File: src/rtl/i2cr_pkg.sv
`timescale 1ns/1ps
package i2cr_pkg;
    localparam int BYTE_W = 8;
    localparam int WORD_W = 2 * BYTE_W;
    localparam int CNT_W  = 4;
    localparam logic [CNT_W-1:0] LAST_BIT = CNT_W'(BYTE_W);
    localparam logic [CNT_W-1:0] ACK_BIT  = CNT_W'(BYTE_W + 1);
    localparam logic [6:0] ARA_ADDR  = 7'b0001100;
    localparam logic [4:0] HS_PREFIX = 5'b00001;

    typedef enum logic [3:0] {
        ST_IDLE, ST_ADDR, ST_PTR, ST_WMSB, ST_WLSB,
        ST_RDM, ST_RDL, ST_ARA, ST_DONE
    } slv_st_e;

    typedef struct packed {
        slv_st_e           st;
        slv_st_e           nst;
        logic [BYTE_W-1:0] sh;
        logic [CNT_W-1:0]  cnt;
        logic              oe;
        logic [BYTE_W-1:0] tx;
        logic [BYTE_W-1:0] lsb;
        logic [BYTE_W-1:0] ptr;
        logic [WORD_W-1:0] wdat;
        logic              hs;
        logic              mack;
        logic              wr;
    } slv_t;
endpackage

File: src/rtl/i2cr_sync.sv
`timescale 1ns/1ps
module i2cr_sync #(
    parameter int W      = 2,
    parameter int STAGES = 2
) (
    input  logic         clk,
    input  logic         rst_n,
    input  logic [W-1:0] raw_i,
    output logic [W-1:0] lvl_o,
    output logic [W-1:0] prev_o
);
    logic [W-1:0] pipe_q [STAGES+1];

    always_ff @(posedge clk or negedge rst_n) begin
        if (!rst_n) begin
            for (int i = 0; i <= STAGES; i++) pipe_q[i] <= '1;
        end else begin
            pipe_q[0] <= raw_i;
            for (int i = 1; i <= STAGES; i++) pipe_q[i] <= pipe_q[i-1];
        end
    end

    assign lvl_o  = pipe_q[STAGES-1];
    assign prev_o = pipe_q[STAGES];
endmodule

File: src/rtl/i2cr_timeout.sv
`timescale 1ns/1ps
module i2cr_timeout #(
    parameter int LIMIT = 2800000
) (
    input  logic clk,
    input  logic rst_n,
    input  logic active,
    input  logic kick,
    output logic expired
);
    localparam int CW = $clog2(LIMIT + 1);
    localparam logic [CW-1:0] TOP = CW'(LIMIT);
    localparam logic [CW-1:0] PRE = CW'(LIMIT - 1);

    logic [CW-1:0] cnt_d, cnt_q;

    always_comb begin
        cnt_d = cnt_q;
        if (!active || kick)  cnt_d = '0;
        else if (cnt_q != TOP) cnt_d = cnt_q + 1'b1;
    end

    always_ff @(posedge clk or negedge rst_n) begin
        if (!rst_n) cnt_q <= '0;
        else        cnt_q <= cnt_d;
    end

    assign expired = active && !kick && (cnt_q == PRE);

    // once the window expires the controller must leave the open transaction
    a_r11_expire_drops_active: assert property (@(posedge clk) disable iff (!rst_n)
        expired |=> !active);
    a_r11_count_bounded: assert property (@(posedge clk) disable iff (!rst_n)
        cnt_q <= TOP);
endmodule

File: src/rtl/i2cr_regmap.sv
`timescale 1ns/1ps
module i2cr_regmap #(
    parameter int          PTR_W    = 8,
    parameter int          DATA_W   = 16,
    parameter int          LOCAL_N  = 8,
    parameter int          RO_FIRST = 1,
    parameter int          RO_LAST  = 4,
    parameter logic [15:0] ID_A     = 16'h5449,
    parameter logic [15:0] ID_B     = 16'h2260
) (
    input  logic [PTR_W-1:0]  ptr,
    input  logic [DATA_W-1:0] ext_rdata,
    output logic              writable,
    output logic [DATA_W-1:0] rd_value
);
    localparam logic [PTR_W-1:0] PTR_ID_A = {{(PTR_W-1){1'b1}}, 1'b0};
    localparam logic [PTR_W-1:0] PTR_ID_B = {PTR_W{1'b1}};

    logic in_local, in_ro;

    always_comb begin
        in_local = (int'(ptr) < LOCAL_N);
        in_ro    = (int'(ptr) >= RO_FIRST) && (int'(ptr) <= RO_LAST);
        writable = in_local && !in_ro;
        if (in_local)              rd_value = ext_rdata;
        else if (ptr == PTR_ID_A)  rd_value = DATA_W'(ID_A);
        else if (ptr == PTR_ID_B)  rd_value = DATA_W'(ID_B);
        else                       rd_value = '0;
    end
endmodule

File: src/rtl/i2cr_slave.sv
`timescale 1ns/1ps
module i2cr_slave
    import i2cr_pkg::*;
#(
    parameter logic [4:0]  ADDR_BASE      = 5'b10000,
    parameter int          TIMEOUT_CYCLES = 2800000,
    parameter int          SYNC_STAGES    = 2,
    parameter logic [15:0] MFR_ID         = 16'h5449,
    parameter logic [15:0] DIE_ID         = 16'h2260
) (
    input  logic        clk,
    input  logic        rst_n,
    input  logic        scl_i,
    input  logic        sda_i,
    output logic        sda_oe,
    input  logic [1:0]  addr_sel,
    input  logic        alert_i,
    output logic        hs_mode,
    output logic [7:0]  reg_addr,
    output logic        wr_en,
    output logic [15:0] wr_data,
    output logic        rd_en,
    input  logic [15:0] rd_data
);
    slv_t state_d, state_q;

    logic [1:0] bus_lvl, bus_prev;
    logic scl_lvl, sda_lvl, scl_rise, scl_fall;
    logic bus_start, bus_stop, tmo_hit, tx_st, rd_cap;
    logic writable;
    logic [WORD_W-1:0] rd_value;
    logic [6:0] own_addr;

    i2cr_sync #(.W(2), .STAGES(SYNC_STAGES)) sync_i (
        .clk(clk), .rst_n(rst_n), .raw_i({scl_i, sda_i}),
        .lvl_o(bus_lvl), .prev_o(bus_prev)
    );

    assign scl_lvl   = bus_lvl[1];
    assign sda_lvl   = bus_lvl[0];
    assign scl_rise  = bus_lvl[1] & ~bus_prev[1];
    assign scl_fall  = ~bus_lvl[1] & bus_prev[1];
    assign bus_start = bus_lvl[1] & bus_prev[1] & bus_prev[0] & ~bus_lvl[0];
    assign bus_stop  = bus_lvl[1] & bus_prev[1] & ~bus_prev[0] & bus_lvl[0];
    assign own_addr  = {ADDR_BASE, addr_sel};
    assign tx_st     = (state_q.st == ST_RDM) || (state_q.st == ST_RDL) ||
                       (state_q.st == ST_ARA);

    i2cr_timeout #(.LIMIT(TIMEOUT_CYCLES)) tmo_i (
        .clk(clk), .rst_n(rst_n),
        .active(state_q.st != ST_IDLE),
        .kick(scl_rise | scl_fall | bus_start | bus_stop),
        .expired(tmo_hit)
    );

    i2cr_regmap #(.PTR_W(BYTE_W), .DATA_W(WORD_W), .ID_A(MFR_ID), .ID_B(DIE_ID)) map_i (
        .ptr(state_q.ptr), .ext_rdata(rd_data),
        .writable(writable), .rd_value(rd_value)
    );

    always_comb begin
        state_d    = state_q;
        state_d.wr = 1'b0;
        rd_cap     = 1'b0;
        if (bus_start) begin
            state_d.st  = ST_ADDR;
            state_d.cnt = '0;
            state_d.oe  = 1'b0;
        end else if (bus_stop) begin
            state_d.st = ST_IDLE;
            state_d.oe = 1'b0;
            state_d.hs = 1'b0;
        end else if (tmo_hit) begin
            state_d.st = ST_IDLE;
            state_d.oe = 1'b0;
        end else if (state_q.st != ST_IDLE && state_q.st != ST_DONE) begin
            if (scl_rise) begin
                if (state_q.cnt < LAST_BIT) begin
                    state_d.cnt = state_q.cnt + 1'b1;
                    if (tx_st) begin
                        // released bit seen low: another target won the bus
                        if (state_q.sh[BYTE_W-1] && !sda_lvl) begin
                            state_d.st = ST_DONE;
                            state_d.oe = 1'b0;
                        end
                    end else begin
                        state_d.sh = {state_q.sh[BYTE_W-2:0], sda_lvl};
                    end
                end else if (state_q.cnt == LAST_BIT) begin
                    state_d.cnt  = ACK_BIT;
                    state_d.mack = !sda_lvl;
                end
            end else if (scl_fall) begin
                if (state_q.cnt == LAST_BIT) begin
                    if (tx_st) begin
                        state_d.oe = 1'b0;
                    end else begin
                        state_d.nst = ST_DONE;
                        state_d.oe  = 1'b1;
                        unique case (state_q.st)
                            ST_ADDR: begin
                                if (state_q.sh[7:3] == HS_PREFIX) begin
                                    state_d.hs = 1'b1;
                                    state_d.oe = 1'b0;
                                end else if (state_q.sh[7:1] == own_addr) begin
                                    if (state_q.sh[0]) begin
                                        rd_cap        = 1'b1;
                                        state_d.nst   = ST_RDM;
                                        state_d.tx    = rd_value[WORD_W-1:BYTE_W];
                                        state_d.lsb   = rd_value[BYTE_W-1:0];
                                    end else begin
                                        state_d.nst = ST_PTR;
                                    end
                                end else if (state_q.sh == {ARA_ADDR, 1'b1} && alert_i) begin
                                    state_d.nst = ST_ARA;
                                    state_d.tx  = {own_addr, 1'b0};
                                end else begin
                                    state_d.oe = 1'b0;
                                end
                            end
                            ST_PTR: begin
                                state_d.ptr = state_q.sh;
                                state_d.nst = ST_WMSB;
                            end
                            ST_WMSB: begin
                                state_d.wdat[WORD_W-1:BYTE_W] = state_q.sh;
                                state_d.nst = ST_WLSB;
                            end
                            ST_WLSB: begin
                                state_d.wdat[BYTE_W-1:0] = state_q.sh;
                                state_d.wr = writable;
                            end
                            default: state_d.oe = 1'b0;
                        endcase
                    end
                end else if (state_q.cnt == ACK_BIT) begin
                    state_d.cnt = '0;
                    state_d.oe  = 1'b0;
                    state_d.st  = state_q.nst;
                    if (tx_st) begin
                        if (state_q.st == ST_RDM && state_q.mack) begin
                            state_d.st = ST_RDL;
                            state_d.sh = state_q.lsb;
                            state_d.oe = !state_q.lsb[BYTE_W-1];
                        end else begin
                            state_d.st = ST_DONE;
                        end
                    end else if (state_q.nst == ST_RDM || state_q.nst == ST_ARA) begin
                        state_d.sh = state_q.tx;
                        state_d.oe = !state_q.tx[BYTE_W-1];
                    end
                end else if (tx_st && state_q.cnt != '0) begin
                    state_d.sh = {state_q.sh[BYTE_W-2:0], 1'b0};
                    state_d.oe = !state_q.sh[BYTE_W-2];
                end
            end
        end
    end

    always_ff @(posedge clk or negedge rst_n) begin
        if (!rst_n) begin
            state_q     <= '0;
            state_q.st  <= ST_IDLE;
            state_q.nst <= ST_IDLE;
        end else begin
            state_q <= state_d;
        end
    end

    assign sda_oe   = state_q.oe;
    assign hs_mode  = state_q.hs;
    assign reg_addr = state_q.ptr;
    assign wr_en    = state_q.wr;
    assign wr_data  = state_q.wdat;
    assign rd_en    = rd_cap;

    a_r12_drive_only_scl_low: assert property (@(posedge clk) disable iff (!rst_n)
        $rose(sda_oe) |-> !scl_lvl);
    a_r8_stop_clears_hs: assert property (@(posedge clk) disable iff (!rst_n)
        bus_stop |=> !hs_mode);
    a_r11_timeout_releases: assert property (@(posedge clk) disable iff (!rst_n)
        (tmo_hit && !bus_start && !bus_stop) |=> (!sda_oe && state_q.st == ST_IDLE));
    a_r2_strobes_exclusive: assert property (@(posedge clk) disable iff (!rst_n)
        $onehot0({wr_en, rd_en}));
    a_r6_write_target: assert property (@(posedge clk) disable iff (!rst_n)
        wr_en |-> (reg_addr == 8'h00 || reg_addr == 8'h05 ||
                   reg_addr == 8'h06 || reg_addr == 8'h07));
    a_r5_done_quiet: assert property (@(posedge clk) disable iff (!rst_n)
        (state_q.st == ST_DONE) |-> !sda_oe);
endmodule

File: config.mk
export PLATFORM = sky130hd
export DESIGN_NAME = i2cr_slave
export DESIGN_NICKNAME = d
export VERILOG_FILES = /design/src/rtl/i2cr_pkg.sv /design/src/rtl/i2cr_sync.sv /design/src/rtl/i2cr_timeout.sv /design/src/rtl/i2cr_regmap.sv /design/src/rtl/i2cr_slave.sv
export SDC_FILE = /design/constraint.sdc
export NUM_CORES = 1
export LEC_CHECK = 0
export CORE_UTILIZATION = 62
export DETAILED_ROUTE_END_ITERATION = 6
export PLACE_DENSITY = 0.95
export SETUP_SLACK_MARGIN = 0.2
export SLEW_MARGIN = 20
export SYNTH_ARGS = -nofsm -noshare
export SYNTH_HDL_FRONTEND = slang
export SYNTH_HIERARCHICAL = 1
export SYNTH_SLANG_ARGS = --single-unit
File: constraint.sdc
create_clock -name clk -period 5.53 [get_ports clk]
set_clock_uncertainty 0.2 [all_clocks]
set_input_delay 0.553 -clock clk [delete_from_list [all_inputs] [get_ports clk]]
set_output_delay 0.553 -clock clk [all_outputs]
set_load 0.02 [all_outputs]
==> results of run 1 <==
## synth_stat cells, types with 3 or more instances
| cell type | instances | area share, % |
|---|---|---|
| clkbuf_1 | 15 | 1.1 |
| a21o_2 | 8 | 1.3 |
| a221o_1 | 3 | 0.56 |
| or3_1 | 6 | 0.70 |
| dfstp_2 | 6 | 3.0 |
| a311oi_1 | 6 | 0.98 |
| o21ai_0 | 10 | 0.94 |
| dfrtp_1 | 86 | 40 |
| nor4_1 | 5 | 0.59 |
| nand2b_1 | 7 | 0.82 |
| a21oi_1 | 18 | 1.7 |
| inv_1 | 27 | 1.9 |
| nand3_1 | 19 | 1.8 |
| mux2_2 | 45 | 9.5 |
| a211oi_1 | 3 | 0.42 |
| mux2i_1 | 10 | 1.9 |
| ha_1 | 9 | 2.1 |
| nor2_1 | 36 | 2.5 |
| o211ai_1 | 10 | 1.4 |
| and2_1 | 3 | 0.35 |
| nor3_1 | 17 | 1.6 |
| o31ai_1 | 3 | 0.42 |
| nand2_1 | 53 | 3.7 |
| nor2b_1 | 5 | 0.59 |
| and2_2 | 6 | 0.84 |
| and3_1 | 6 | 0.70 |
| xnor2_1 | 10 | 1.6 |
| or4_1 | 11 | 1.5 |
| buf_4 | 28 | 3.9 |
| nand3b_1 | 4 | 0.56 |
| nand4_1 | 9 | 1.1 |
## kinds of logic (layout without fill, tap and decap cells)
logic type               Yosys count  in the layout  share of synthesized area (%)
AO/OA/AOI/OAI                     79             79                           11.6
XOR/XNOR                          12             12                           1.97
adder cells (fa/ha/maj)            9              9                           2.11
buffers and inverters             75             92                           7.57
flip-flops                        92             92                           43.3
multiplexers                      57             57                           11.9
AND/OR/NAND/NOR                  207            207                           21.6
## layout by cell type (no fill, tap or decap), types with 11 or more instances in the layout
master,Yosys,final
mux2_2,45,45
nor3_1,17,17
or4_1,11,11
clkdlybuf4s50_1,0,49
inv_1,27,27
nor2_1,36,36
a21oi_1,18,18
dfrtp_1,86,86
nand2_1,53,53
nand3_1,19,19
## state kept, by name, summed over array words and instances (netlist names)
name / cells
sync_i/prev_o: 2
wr_en: 1
state_q: 37
tmo_i/cnt_q: 22
wr_data: 16
sync_i/pipe_q: 2
reg_addr: 8
sync_i/lvl_o: 2
hs_mode: 1
sda_oe: 1
## power by group through the flow
| stage | Combinational, mW | Clock, mW | Sequential (mW) |
|---|---|---|---|
| final | 0.0810 | 0.398 | 0.687 |
| after global routing | 0.0894 | 0.430 | 0.688 |
| after CTS | 0.0802 | 0.403 | 0.687 |
| after detailed placement | 0.0797 | 0 | 0.700 |
| after global placement | 0.0781 | 0 | 0.699 |
| after floorplan | 0.0466 | 0 | 0.694 |
## metal layers
metal	up-vias	GRT usage, %	wire, µm
li1	1904	-	-
met1	2017	35.4	4950
met2	190	48.1	5940
met3	41	5.72	683
met4	0	11.0	324
met5	-	0	0
## area by class of cell
cell class | count | share of cell area (%)
clock buffers | 10 | 2.19
clock inverters | 5 | 0.665
inverters | 27 | 1.74
multi-input cells | 364 | 45.0
flip-flops and latches | 92 | 39.6
well taps | 105 | 2.25
repair buffers | 50 | 8.60
## worst min-delay path by stage
stage,from,end,slack [ns]
after floorplan,rst_n,hs_mode$_DFFE_PN0P_,0.06
after global placement,sync_i/pipe_q[4]$_DFF_PN1_,sync_i/lvl_o[0]$_DFF_PN1_,0.15
after detailed placement,sync_i/pipe_q[4]$_DFF_PN1_,sync_i/lvl_o[0]$_DFF_PN1_,0.15
after CTS,sync_i/pipe_q[4]$_DFF_PN1_,sync_i/lvl_o[0]$_DFF_PN1_,0.16
after global routing,rst_n,reg_addr[5]$_DFFE_PN0P_,0.11
final,rst_n,state_q[53]$_DFFE_PN0P_,0.04
==> impl_results.md, run 1 <==
* Ports at about 50
* # fillers at 563
* Root buf cell: clkbuf_8
* DRT Pass-1 Iters at 5
* Crit. End Element: output pin
* TritonCTS clock tree: yes
* Net Count, Synth at 563
* # DRC at 0
* Crit path depth at 10
* First-pass GRT wire length at 19700 µm
* Total power draw at 1.17 mW
* Max incr delay on CP at 0.63 ns
* Yosys reg bits at 92
* Post-cts sizing count at 0
* Die W at 94.8 µm
* Critical path startpoint category: flip-flop
* Top FF cell, synth: dfrtp_1
* Pint at 0.875 mW
* DRT antenna net count at 0
* Data required, critical path at 4.78 ns
* Most used cell along the critical path: nor4_1
* Starting density of the core at 64.6%
* Final instance area at 0.00584 mm²
* Hold Vio Cnt, Final at 0
* Crit Path Category: reg2out
* Setup violators final at 0
* Area taken by multi-input logic gates at 0.00263 mm²
* Worst Path Buf+Inv at 2
* Layout area overhead at 9.36%
* Worst hold path class: in2async
* Synth Warn # at 6
* Via count at 4152
* FF-to-FF path depth at 10
* Register area at 0.00231 mm²
* FFs w/ async S/R, synth at 100%
* Area of the core at 0.00826 mm²
* Die Ht at 94.8 µm
* H-tree Lvls at 3
* Placed cell areas at 0.00566 mm²
* Peak VDD IR at 0.000129 V
* Reg-to-Reg Start: sync_i/lvl_o[1]$_DFF_PN1_
* Final setup margin at 0.649 ns
* # nets final at 576
* Worst EP arrival at 4.13 ns
* Vias per inst at 6.36
* Clk buf depth at 2
* Routed len/inst at 18.2 µm
* DP Worst Slack at 0.857 ns
* Avg Synthesized Cell Area at 10.0 µm²
* Cell Rows at 33
* CP Max Fanout at 22
* Reg power frac at 58.9%
* Post-Route WL at 11900 µm
* Number of global-route vias before repair at 4146
* Worst R2R End: wr_data[11]$_DFFE_PN0P_
* Clock Pin Slew Worst Setup and Hold Paths at 0.10 ns
* Slew HR at 45.9%
* Sequential-to-total area share from yosys stat at between 40 and 50%
* Crit path cell chain: inv_1 -> ha_1 -> nand3_1 -> nand2b_2 -> or4_1 -> nor2_1 -> nor4_1 -> nand2_1 -> nor4_1 -> clkdlybuf4s50_1
* Hold WS at about 0.042 ns
* Final min period at 4.88 ns
* Status: completed
* Post-CTS setup buffers at 0
* Psw at ~0.3 mW
* Total congestion overflow at 0
* Final Core Density at roughly 71%
* Synth cell types at 66
* TNS Setup at 0 ns
* CTS Hold Bufs at 0
* Die area at 0.00898 mm²
* Clock sinks at a little over 90
* Num CTS Buffers at 9
* Mapped cell area at 0.00534 mm²
* RSZ-0062 raised after global routing: false
* Critical path's top delay family: simple AND/OR/NAND/NOR gates
* Switch share at 25.0%
* Max-slew violation count at 0
* Port bufs at 50
* Placer Congestion at 0.981
* Clock share of power at between 30% and 40%
* R2r setup slk at 1.33 ns
* MaxCap Viol Count at 0
* Ratio of cells with drive above 1 in the final layout at 18.4%
* GRT Util Overall at 28.3%
* Leakage at ~2.6 nW
* DP HPWL at 8690 µm
* Dpl cells at 638
* CP max-delay cell: nor2_1
* Crit. Startpoint: sync_i/lvl_o[1]$_DFF_PN1_
* Number of synthesized flops with an enable pin at 0
* DRT iter0 DRCs at between 300 and 400
* Largest net degree at the start of global routing at 93
* Fmax at 205 MHz
* Pwr dens at 200 mW/mm²
* Initial antenna violation count at 0
* Combinational power share at 6.9%
* Clock Latency Late Sink at 0.36 ns
* # diodes at 0
* Layout Cells excl Fill at 653
* Critical path destination: rd_en
* Slew of the pin with the lowest slew margin at ~0.81 ns
* Post-Synthesis Cells at 531
* Post-route clock period utilization at about nine tenths
Power figures use the tool's default switching activity.
==> run 2, diff against run 1 <==
Settings changed: CORE_MARGIN from default to 2.
==> impl_results.md, run 2 (synthesis results as in run 1) <==
* Starting density of the core at 64.3%
* Routed len/inst at 18.6 µm
* Leakage at 2.61 nW
* Placer Congestion at 0.976
* Worst EP arrival at 4.06 ns
* Initial antenna violation count at 0
* DP HPWL at 8810 µm
* Clock Pin Slew Worst Setup and Hold Paths at 0.08 ns
* Largest Register: state_q
* TritonCTS clock tree: yes
* Status: completed
* DRT antenna net count at 0
* Critical path's top delay family: simple AND/OR/NAND/NOR gates
* GRT Util Overall at 27.2%
* Layout area overhead at 10.2%
* Post-Route WL at 12200 µm
* Die W at between 90 and 100 µm
* DRT Pass-1 Iters at 5
* Worst Path Buf+Inv at 2
* Port bufs at 50
* Clock Latency Late Sink at approximately 0.37 ns
* Root buf cell: clkbuf_8
* # diodes at 0
* Setup violators final at 0
* RSZ-0062 raised after global routing: false
* Slew HR at between 40 and 50%
* Pwr dens at 209 mW/mm²
* Ports at 51
* Crit Path Category: reg2out
* Max reg flops at 37
* Final min period at 4.81 ns
* Clock sinks at 92
* Cell Rows at 33
* Most frequent cells in the layout: 86 x dfrtp_1, 53 x nand2_1, 49 x clkdlybuf4s50_1
* Number of global-route vias before repair at 4211
* Fmax at 208 MHz
* Vias per inst at 6.40
* Total congestion overflow at 0
* Post-CTS setup buffers at 0
* DRT iter0 DRCs at 420
* Hold path start: sync_i/pipe_q[4]$_DFF_PN1_
* Critical path startpoint category: flip-flop
* Most used cell along the critical path: nor4_1
* Largest net degree at the start of global routing at 60
* First-pass GRT wire length at 21000 µm
* # fillers at between 500 and 600
* Via count at about 4.2k
* Max-slew violation count at 0
* # nets final at 578
* Die Ht at 96.8 µm
* Max incr delay on CP at 0.64 ns
* Area of the core at 0.00830 mm²
* Die area at 0.00937 mm²
* TNS Setup at 0 ns
* H-tree Lvls at 3
* Slew of the pin with the lowest slew margin at 0.829 ns
* Ratio of cells with drive above 1 in the final layout at around a fifth
* MaxCap Viol Count at 0
* Crit path cell chain: inv_1 -> ha_1 -> nand3_1 -> nand2b_2 -> or4_1 -> nor2_1 -> nor4_1 -> nand2_1 -> nor4_1 -> clkdlybuf4s50_1
* Crit. Startpoint: sync_i/lvl_o[1]$_DFF_PN1_
* Worst hold path class: reg2reg
* Clk buf depth at 2
* Crit. End Element: output pin
* Commonest non-fill, non-tap cell in the layout: dfrtp_1
* Data required, critical path at 4.78 ns
* Post-route clock period utilization at roughly 87%
* Hold Vio Cnt, Final at 0
* Num CTS Buffers at 9
* CP max-delay cell: nor2_1
* Final setup margin at 0.715 ns
* Reg-to-Reg Start: sync_i/lvl_o[1]$_DFF_PN1_
* CP Max Fanout at 22
* DP Worst Slack at approximately 0.94 ns
* # DRC at 0
* Peak VDD IR at 0.000132 V
==> run 2: changes by cell type in the layout (fill, tap and decap cells not counted) <==
cell,change
inv_6,+1
buf_4,+2
clkinvlp_4,-2
dlygate4sd3_1,+1
buf_6,-1
bufinv_16,+1
clkinv_4,+1
==> run 2: final timing paths <==
path,to,slack [ns],depth (start not counted)
worst max-delay path,rd_en,0.72,10
worst min-delay path,sync_i/lvl_o[0]$_DFF_PN1_,0.16,0
worst max register to register,wr_data[13]$_DFFE_PN0P_,1.34,10
worst min register to register,sync_i/lvl_o[0]$_DFF_PN1_,0.16,0
max in group asynchronous,tmo_i/cnt_q[7]$_DFFE_PN0P_,3.56,3
min in group asynchronous,reg_addr[3]$_DFFE_PN0P_,0.47,2
==> run 2: routing by layer <==
metal / up-vias / routed length [µm] / GRT usage (%) / part of all wire, %
met2: 216 / 5970 / 44.4 / 49
met3: 32 / 799 / 5.20 / 6.6
li1: 1913 / - / - / -
met4: 0 / 327 / 10.7 / 2.7
met1: 2035 / 5100 / 35.9 / 42
met5: - / 0 / 0 / 0
==> run 2: through the flow <==
stage | hold slack, ns | utilization [%] | power, mW | instances | cell area (µm²)
6_report | 0.161 | 70.9 | 1.23 | 656 | 5880
5_1_grt | 0.170 | 70.9 | 1.27 | 656 | 5880
4_1_cts | 0.162 | 70.8 | 1.23 | 656 | 5880
3_5_place_dp | 0.150 | 68.3 | 0.781 | 639 | 5670
3_3_place_gp | 0.149 | 68.3 | 0.778 | 639 | 5670
2_1_floorplan | 0.0574 | - | 0.741 | 531 | 5340
==> run 2: timing repair <==
action	in CTS	in global routing
endpoints found under the setup margin	0	1
endpoints found under the hold margin	33	0
resized for setup	0	1
hold buffers	1	0
==> run 2: area by class of cell <==
cell class | instances | area (µm²) | share of cell area, %
clock buffers | 10 | 128 | 2.17
clock inverters | 6 | 71.3 | 1.21
inverters | 27 | 101 | 1.72
multi-input cells | 364 | 2630 | 44.6
flip-flops and latches | 92 | 2310 | 39.3
well taps | 105 | 131 | 2.23
repair buffers | 52 | 515 | 8.76
==> run 2: worst reg2reg max path: cells and delay by family, from the launching register on <==
family	cells	cell delay (ns)
mux	1	0.39
fa+ha+maj	1	0.33
flops	1	0.57
buf+inv	1	0.07
simple gates	7	2.53
==> run 2: power by group <==
part | internal, mW | leakage (nW) | switching, mW
Sequential | 0.679 | 1.23 | 0.00812
Combinational | 0.0346 | 1.29 | 0.0484
Clock | 0.213 | 0.0935 | 0.247
Total | 0.926 | 2.61 | 0.303
==> run 3, diff against run 2 <==
Settings changed: CAP_MARGIN from default to 10, CORE_UTILIZATION 62 to 64, CTS_BUF_LIST from default to sky130_fd_sc_hd__clkbuf_4 sky130_fd_sc_hd__clkbuf_8, REMOVE_ABC_BUFFERS from default to 1.
==> impl_results.md, run 3 (synthesis results as in run 1) <==
* Port bufs at 50
* DRT Pass-1 Iters at 5
* Die Ht at 95.3 µm
* # diodes at 0
* Met1 GRT Util at 38.1%
* Clock Latency Late Sink at 0.37 ns
* Starting density of the core at 65.6%
* Ports at 51
* DRT antenna net count at 0
* TritonCTS clock tree: yes
* Root buf cell: clkbuf_8
* Peak VDD IR at 0.000138 V
* Clock share of power at 38.5%
* H-tree Lvls at 3
* Max reg flops at 37
* Clock sinks at 92
* Post-route clock period utilization at 89.7%
* Reg-to-Reg Start: sync_i/lvl_o[1]$_DFF_PN1_
* Status: completed
* Crit. Startpoint: sync_i/lvl_o[1]$_DFF_PN1_
* Final setup margin at 0.571 ns
* M2 GR Usage at 49.2%
* Combinational power share at between 6 and 7%
* Post-Route WL at 12600 µm
* Clk buf depth at 2
* GR Layer Usage met3 at between 5 and 6%
* Slew HR at 37.8%
* Pint at 0.930 mW
* Worst R2R End: wr_data[10]$_DFFE_PN0P_
* Layout area overhead at 10.4%
* # DRC at 0
* Crit. End Element: output pin
* Die area at 0.00908 mm²
* Hold Vio Cnt, Final at 0
* Vias per inst at 6.49
* Fmax at 202 MHz
* Commonest non-fill, non-tap cell in the layout: dfrtp_1
* Num CTS Buffers at 9
* Slew of the pin with the lowest slew margin at about 0.93 ns
* Largest Register: state_q
* DP HPWL at about 9000 µm
* GRT Util Overall at 29.4%
* RSZ-0062 raised after global routing: false
* Leakage at 2.61 nW
* Busiest grt layer: met2
* Routed len/inst at 19.2 µm
* Total congestion overflow at 0
* R2r setup slk at about 1.3 ns
* Worst EP arrival at 4.21 ns
* First-pass GRT wire length at 20600 µm
* Largest net degree at the start of global routing at 77
* Initial antenna violation count at 0
* Data required, critical path at around 4.8 ns
* Clock Pin Slew Worst Setup and Hold Paths at 0.10 ns
* Cell Rows at 33
* Crit Path Category: reg2out
* # nets final at 578
* Via count at 4256
* CP Max Fanout at 22
* Setup violators final at 0
* DRT iter0 DRCs at 387
* MaxCap Viol Count at 0
* Ratio of cells with drive above 1 in the final layout at 18.9%
* Post-CTS setup buffers at 0
* DP Worst Slack at 0.788 ns
* Max-slew violation count at 0
* Critical path destination: rd_en
* Dpl cells at 639
* Critical path startpoint category: flip-flop
* Pwr dens at about 210 mW/mm²
* Placer Congestion at approximately 0.94
* Layout Cells excl Fill at 656
* Die W at 95.3 µm
* Worst hold path class: reg2reg
* Psw at between 0.3 and 0.4 mW
* Reg power frac at 54.8%
* TNS Setup at 0 ns
* FF-to-FF path depth at 10
* Area of the core at 0.00813 mm²
* Number of global-route vias before repair at approximately 4.2k
* Most frequent cells in the layout: 86 x dfrtp_1, 53 x nand2_1, 49 x clkdlybuf4s50_1
* Final min period at between 4 and 5 ns
* Switch share at between 20% and 30%
## run 3: worst min-delay path by stage
stage	from	endpoint	slack, ns	cells after the start
detailed placement	sync_i/pipe_q[4]$_DFF_PN1_	sync_i/lvl_o[0]$_DFF_PN1_	0.15	0
finish	sync_i/pipe_q[4]$_DFF_PN1_	sync_i/lvl_o[0]$_DFF_PN1_	0.16	0
floorplan	rst_n	hs_mode$_DFFE_PN0P_	0.06	0
global placement	sync_i/pipe_q[4]$_DFF_PN1_	sync_i/lvl_o[0]$_DFF_PN1_	0.15	0
global route	sync_i/pipe_q[4]$_DFF_PN1_	sync_i/lvl_o[0]$_DFF_PN1_	0.17	0
CTS	sync_i/pipe_q[4]$_DFF_PN1_	sync_i/lvl_o[0]$_DFF_PN1_	0.16	0
## run 3: critical path, cell delays in order (launching register included)
cell and delay [ns]:
dfstp_2 0.58, ha_1 0.23, nand3b_1 0.18, nand3_1 0.15, nand2b_2 0.43, or4_1 0.18
nor2_1 0.16, nor4_1 0.50, nand2_1 0.25, nor4_1 0.49, clkdlybuf4s50_1 0.69
## run 3: layer usage
| metal | vias up | wire, µm |
|---|---|---|
| met4 | 0 | 330 |
| li1 | 1919 | - |
| met2 | 214 | 6230 |
| met1 | 2085 | 5130 |
| met5 | - | 0 |
| met3 | 38 | 922 |
## run 3: through the flow
stage	utilization (%)	instance area, µm²	power [mW]	hold WS, ns
finish	72.4	5890	1.25	0.163
global route	72.4	5890	1.30	0.166
CTS	72.4	5890	1.25	0.164
detailed placement	69.7	5670	0.781	0.151
global placement	69.7	5670	0.778	0.146
floorplan	-	5030	0.737	0.0574
## run 3: timing repair
| item | CTS | global route |
|---|---|---|
| endpoints found under the setup margin | 0 | 1 |
| gates resized for setup | 0 | 1 |
| hold endpoints to repair | 16 | 0 |
| hold buffers | 1 | 0 |
## run 3: final cells by class
cell class              count  area, µm²
multi-input cells         364       2630
flip-flops and latches     92       2310
fillers                   523       2240
repair buffers             52        515
well taps                 105        131
clock buffers               9        124
inverters                  27        101
clock inverters             7       82.6
## run 3: power by group through the flow
| stage | registers, mW | clock network [mW] | logic [mW] |
|---|---|---|---|
| final | 0.687 | 0.483 | 0.0837 |
| after detailed placement | 0.700 | 0 | 0.0816 |
| after floorplan | 0.697 | 0 | 0.0398 |
| after global routing | 0.688 | 0.521 | 0.0919 |
| after CTS | 0.687 | 0.485 | 0.0827 |
| after global placement | 0.699 | 0 | 0.0791 |
